--- src/rtl/bpe_pkg.sv ---
package bpe_pkg;

  typedef enum logic [1:0] {
    PH_IDLE = 2'd0,
    PH_DATA = 2'd1,
    PH_WAIT = 2'd2,
    PH_ARM  = 2'd3
  } phase_t;

  typedef struct packed {
    logic load;
    logic step;
    logic active;
  } dpStrb_t;

endpackage

--- src/rtl/bpe_ctrl.sv ---
module bpe_ctrl
  import bpe_pkg::*;
(
  input  logic    clk,
  input  logic    rstN,
  input  logic    start,
  input  logic    isWrite,
  input  logic    lenZero,
  input  logic    hostRdyN,
  input  logic    cardRdyN,
  input  logic    lastClk,
  input  logic    beyondBlk,
  output dpStrb_t strb,
  output logic    busy,
  output logic    irdyN,
  output logic    trdyN,
  output logic    done,
  output logic    err
);

  phase_t     state;
  logic [1:0] pos;
  logic       contOk;
  logic       wrReg;
  logic       rdyOk;
  logic       active;

  assign active = (state == PH_DATA);
  assign rdyOk  = wrReg ? !hostRdyN : (!hostRdyN && !cardRdyN);

  always_ff @(posedge clk) begin
    if (!rstN) begin
      state  <= PH_IDLE;
      pos    <= 2'd0;
      contOk <= 1'b0;
      wrReg  <= 1'b0;
      err    <= 1'b0;
    end else begin
      err <= 1'b0;
      case (state)
        PH_IDLE: begin
          if (start) begin
            if (lenZero) begin
              err <= 1'b1;
            end else begin
              state  <= PH_DATA;
              pos    <= 2'd0;
              contOk <= 1'b0;
              wrReg  <= isWrite;
            end
          end
        end
        PH_DATA: begin
          pos <= pos + 2'd1;
          if (pos == 2'd2) contOk <= beyondBlk && rdyOk;
          if (lastClk) begin
            state <= PH_IDLE;
            pos   <= 2'd0;
          end else if (pos == 2'd3) begin
            contOk <= 1'b0;
            if (!contOk) state <= rdyOk ? PH_ARM : PH_WAIT;
          end
        end
        PH_WAIT: if (rdyOk) state <= PH_ARM;
        PH_ARM:  state <= PH_DATA;
        default: state <= PH_IDLE;
      endcase
    end
  end

  always_comb begin
    strb.load   = (state == PH_IDLE) && start && !lenZero;
    strb.step   = active;
    strb.active = active;
  end

  assign busy  = (state != PH_IDLE);
  assign done  = active && lastClk;
  assign trdyN = !(active && !wrReg);
  assign irdyN = !(active && wrReg);

endmodule

--- src/rtl/bpe_datapath.sv ---
module bpe_datapath
  import bpe_pkg::*;
#(
  parameter int XPC   = 2,
  parameter int LEN_W = 8
) (
  input  logic                 clk,
  input  logic                 rstN,
  input  dpStrb_t              strb,
  input  logic                 isWrite,
  input  logic [LEN_W-1:0]     xferLen,
  input  logic [3:0]           wrMask,
  output logic                 lastClk,
  output logic                 beyondBlk,
  output logic [4*XPC-1:0]     cbeN,
  output logic [LEN_W-1:0]     xferIdx
);

  localparam logic [LEN_W-1:0] STEP  = LEN_W'(XPC);
  localparam logic [LEN_W-1:0] HALFB = LEN_W'(2 * XPC);

  logic [LEN_W-1:0] remain;
  logic [LEN_W-1:0] idx;
  logic             wr;
  logic [3:0]       mask;

  always_ff @(posedge clk) begin
    if (!rstN) begin
      remain <= '0;
      idx    <= '0;
      wr     <= 1'b0;
      mask   <= 4'h0;
    end else if (strb.load) begin
      remain <= xferLen;
      idx    <= '0;
      wr     <= isWrite;
      mask   <= wrMask;
    end else if (strb.step) begin
      remain <= lastClk ? '0 : remain - STEP;
      idx    <= idx + STEP;
    end
  end

  assign lastClk   = (remain <= STEP);
  assign beyondBlk = (remain > HALFB);
  assign xferIdx   = idx;

  for (genvar j = 0; j < XPC; j++) begin : g_lane
    logic laneLive;
    assign laneLive = strb.active && (remain > LEN_W'(j));
    assign cbeN[4*j +: 4] = !laneLive ? 4'hF : (wr ? ~mask : 4'h0);
  end

endmodule

--- src/rtl/burst_phase_engine.sv ---
module burst_phase_engine
  import bpe_pkg::*;
#(
  parameter int XPC   = 2,
  parameter int LEN_W = 8
) (
  input  logic             clk,
  input  logic             rstN,
  input  logic             start,
  input  logic             isWrite,
  input  logic [LEN_W-1:0] xferLen,
  input  logic [3:0]       wrMask,
  input  logic             hostRdyN,
  input  logic             cardRdyN,
  output logic             irdyN,
  output logic             trdyN,
  output logic [4*XPC-1:0] cbeN,
  output logic [LEN_W-1:0] xferIdx,
  output logic             done,
  output logic             err
);

  dpStrb_t strb;
  logic    lastClk;
  logic    beyondBlk;
  logic    busy;
  logic    lenZero;

  assign lenZero = (xferLen == '0);

  bpe_ctrl u_ctrl (
    .clk(clk), .rstN(rstN), .start(start), .isWrite(isWrite),
    .lenZero(lenZero), .hostRdyN(hostRdyN), .cardRdyN(cardRdyN),
    .lastClk(lastClk), .beyondBlk(beyondBlk), .strb(strb), .busy(busy),
    .irdyN(irdyN), .trdyN(trdyN), .done(done), .err(err)
  );

  bpe_datapath #(.XPC(XPC), .LEN_W(LEN_W)) u_dp (
    .clk(clk), .rstN(rstN), .strb(strb), .isWrite(isWrite),
    .xferLen(xferLen), .wrMask(wrMask), .lastClk(lastClk),
    .beyondBlk(beyondBlk), .cbeN(cbeN), .xferIdx(xferIdx)
  );

endmodule

--- config.mk ---
export PLATFORM = sky130hd
export DESIGN_NAME = burst_phase_engine
export DESIGN_NICKNAME = d
export VERILOG_FILES = /design/src/rtl/bpe_pkg.sv /design/src/rtl/bpe_ctrl.sv /design/src/rtl/bpe_datapath.sv /design/src/rtl/burst_phase_engine.sv
export SDC_FILE = /design/constraint.sdc
export NUM_CORES = 1
export LEC_CHECK = 0
export CORE_UTILIZATION = 44
export CTS_CLUSTER_SIZE = 16
export DETAILED_ROUTE_END_ITERATION = 16
export PLACE_DENSITY = 0.76
export SKIP_LAST_GASP = 1
export SYNTH_ARGS = -nofsm -noshare
export SYNTH_HDL_FRONTEND = slang
export SYNTH_HIERARCHICAL = 1
export SYNTH_SLANG_ARGS = --single-unit
--- constraint.sdc ---
create_clock -name clk -period 2.6 [get_ports clk]
set_clock_uncertainty 0.2 [all_clocks]
set_input_delay 0.52 -clock clk [delete_from_list [all_inputs] [get_ports clk]]
set_output_delay 0.52 -clock clk [all_outputs]
set_load 0.02 [all_outputs]
==> results.py, run 1 <==
metrics = {
    "worst_hold_path": {
        "min_path_cells": 2,
        "holdCritPathClass": "register to register",
        "min_to": "u_dp/xferIdx[7]",
        "hold_path.startpoint": "u_dp/xferIdx[7]",
    },
    "placement": {
        "post-place-cells": 267,
        "place.gp.congestion": 0.833,
        "dp_hpwl_mm": 2.73,
        "port_buffers": 36,
    },
    "worst_setup_path": {
        "crit_required_ps": 1880,
        "slowest_delay_ps": 590,
        "r2r-end": "u_ctrl/state[0]",
        "cp_common_cell": "buf_6",
        "crit_chain": "or4_4 -> buf_6 -> a211oi_4 -> and2_4 -> buf_6",
        "r2r_slack_ps": 330,
        "arrival_ps": 1860,
        "startpoint_type": "register",
        "r2r-start": "u_dp/remain[6]",
        "r2r_cells": 7,
        "end_kind": "output pin",
        "slowest_stage": "or4_4",
        "path_class": "register to output pin",
        "crit_path_max_fanout": 5,
        "crit_path_start": "u_dp/remain[6]",
    },
    "global_route": {
        "grt_overflow_total": 0,
        "antenna_found_initial": 0,
        "grt_pass1_wl_mm": 5.86,
        "grt_pass1_vias": 1324,
        "grt.total_usage_pct": 21.1,
        "grt_max_degree": 18,
    },
    "clock_network": {
        "cts_root_buf": "clkbuf_4",
        "cts_buffer_depth": 2,
        "cts_tree": "done",
        "cts_buffers": 3,
        "clk_latency_ps": 330,
        "clkTransAtPathRegs_ps": 150,
        "clock-sinks": 27,
        "htree_levels": 1,
        "hold_buffers": 0,
    },
    "timing": {
        "slew_viol_final": 0,
        "setup_viol": 0,
        "period_needed_ps": 2580,
        "clock.fmax_ghz": 0.387,
        "timing.hold.ws_ps": 295,
        "rsz0062_at_grt": "yes",
        "tns_ps": 0,
        "min_period_over_period_pct": 99.3,
        "hold_viol": 0,
    },
    "finish": {
        "diodes": 0,
        "fin_cells": 272,
        "final_util_pct": 64.6,
        "drive_above_1_share_pct": 20.6,
        "syn_to_final_growth_pct": 35.0,
        "final_nets": 255,
    },
    "power_and_ir_drop": {
        "power.density_nw_per_um2": 1010,
        "internal_power_w": 0.00116,
        "switching_share_pct": 44.0,
        "share_comb_of_total_power_pct": 64.2,
        "pwr-share-clk_pct": 9.1,
        "p_leak_nw": 0.825,
        "vdd_drop_max_mv": 0.701,
        "p_seq_share_pct": 26.7,
        "power_switching_w": 0.000909,
    },
    "drt": {
        "drtIter0Drc": 71,
        "totalWireLength_mm": 3.58,
        "drt_first_pass_iters": 4,
        "routedWlPerCell_um": 13.2,
        "vias": 1433,
        "drc": 0,
        "vias_per_cell": 5.27,
        "ant_nets": 0,
    },
    "floorplanning": {
        "initial_core_util_pct": 47.9,
        "std_cell_rows": 20,
        "die_h_um": 60.8,
        "die_x_um": 60.8,
        "coreArea_um2": 3180,
        "pin_count": 38,
        "die_area_um2": 3700,
    },
    "yosys": {
        "syn_nets": 205,
        "synth_warnings": 6,
        "post_synth.cell_area_avg_um2": 8.50,
        "synth_cells": 179,
        "synth_area_um2": 1520,
    },
    "job": {
        "cap_violations": 0,
    },
    "outcome": {
        "status": "finished, final reports clean",
    },
}
[critical path, delay by kind of cell, from the launching register on]
kind	cells	cell delay [ps]
and+or+nand+nor	2	760
DFF	1	350
buffers and inverters	2	260
AOI/OAI and AO/OA	1	160
[cells in the final DEF (no fill, tap or decap), types with 2 or more instances in the layout]
cell type / count
o211ai_1: 2
clkbuf_4: 3
clkdlybuf4s50_1: 24
a22oi_1: 5
dlygate4sd2_1: 2
a21oi_1: 2
or4_4: 3
o21ai_0: 6
buf_6: 2
xor2_1: 4
buf_4: 15
a21oi_2: 2
or3_1: 2
buf_2: 8
mux2i_1: 11
nand2_1: 19
xnor2_1: 4
inv_1: 9
nor2_4: 2
a211oi_1: 2
nor2b_1: 2
dfxtp_1: 26
nor2_1: 21
o22ai_1: 5
nand2b_1: 9
nand4_1: 3
ha_1: 8
[repair_timing]
item	4_1_cts	5_1_grt
setup buffers	0	1
setup endpoints to repair	11	12
pin swaps	0	4
gates resized for setup	36	19
hold endpoints to repair	0	0
[power groups by stage]
stage / logic (W) / clock network [W] / registers (W)
after floorplan: 0.000810 / 0 / 0.000570
after global placement: 0.00128 / 0 / 0.000551
after detailed placement: 0.00132 / 0 / 0.000556
after CTS: 0.00130 / 0.000196 / 0.000548
after global routing: 0.00145 / 0.000214 / 0.000561
final: 0.00133 / 0.000189 / 0.000553
[registers in the layout, summed over array words and instances (netlist names)]
register and count:
u_dp/wr 1, u_ctrl/state 2, u_dp/mask 4, u_dp/xferIdx 7, u_ctrl/wrReg 1, u_ctrl/pos 2
u_dp/remain 8, u_ctrl/err 1, u_ctrl/contOk 1
[worst max-delay path by stage]
stage / end / slack [ps] / depth (start not counted)
4_1_cts: cbeN[7] / -90 / 4
2_1_floorplan: u_dp/remain[7] / 9 / 9
3_3_place_gp: u_dp/remain[7] / -210 / 9
5_1_grt: done / -40 / 5
6_report: done / 20 / 5
3_5_place_dp: u_dp/remain[7] / -340 / 9
[area by class of cell]
class                      instances  area [um^2]
clock buffer                       3         22.5
clock inverter                     1         5.00
fill                             295         1120
inverter                          10         37.5
multi-input combinational        135          946
sequential                        27          542
tap                               44         55.1
timing repair buffer              52          445
[layer usage]
layer / up-vias / share of wire, % / routed length (um) / track usage (%)
li1: 713 / - / - / -
met1: 686 / 46 / 1650 / 26.7
met2: 30 / 50 / 1790 / 37.2
met3: 4 / 2.9 / 103 / 2.99
met4: 0 / 1.0 / 36 / 6.49
met5: - / 0 / 0 / 0
[per-stage QoR]
| step | setup slack, ps | area (um^2) | total power [W] |
|---|---|---|---|
| floorplan | 9.09 | 1520 | 0.00138 |
| global placement | -211 | 2010 | 0.00183 |
| detailed placement | -340 | 2010 | 0.00187 |
| CTS | -86.1 | 2030 | 0.00204 |
| global route | -42.8 | 2050 | 0.00223 |
| finish | 17.3 | 2050 | 0.00207 |
Note: power is estimated with default switching activity, not from simulation.
==> run 2, diff against run 1 <==
CTS_CLUSTER_DIAMETER = 150   (was unset)
==> results of run 2 <==
Same layout as run 1: the final DEF is identical, and so are final timing and power.
==> run 3, diff against run 2 <==
ABC_CLOCK_PERIOD_IN_PS = 2600   (was unset)
==> results of run 3 <==
Same layout as run 1: the final DEF is identical, and so are final timing and power.
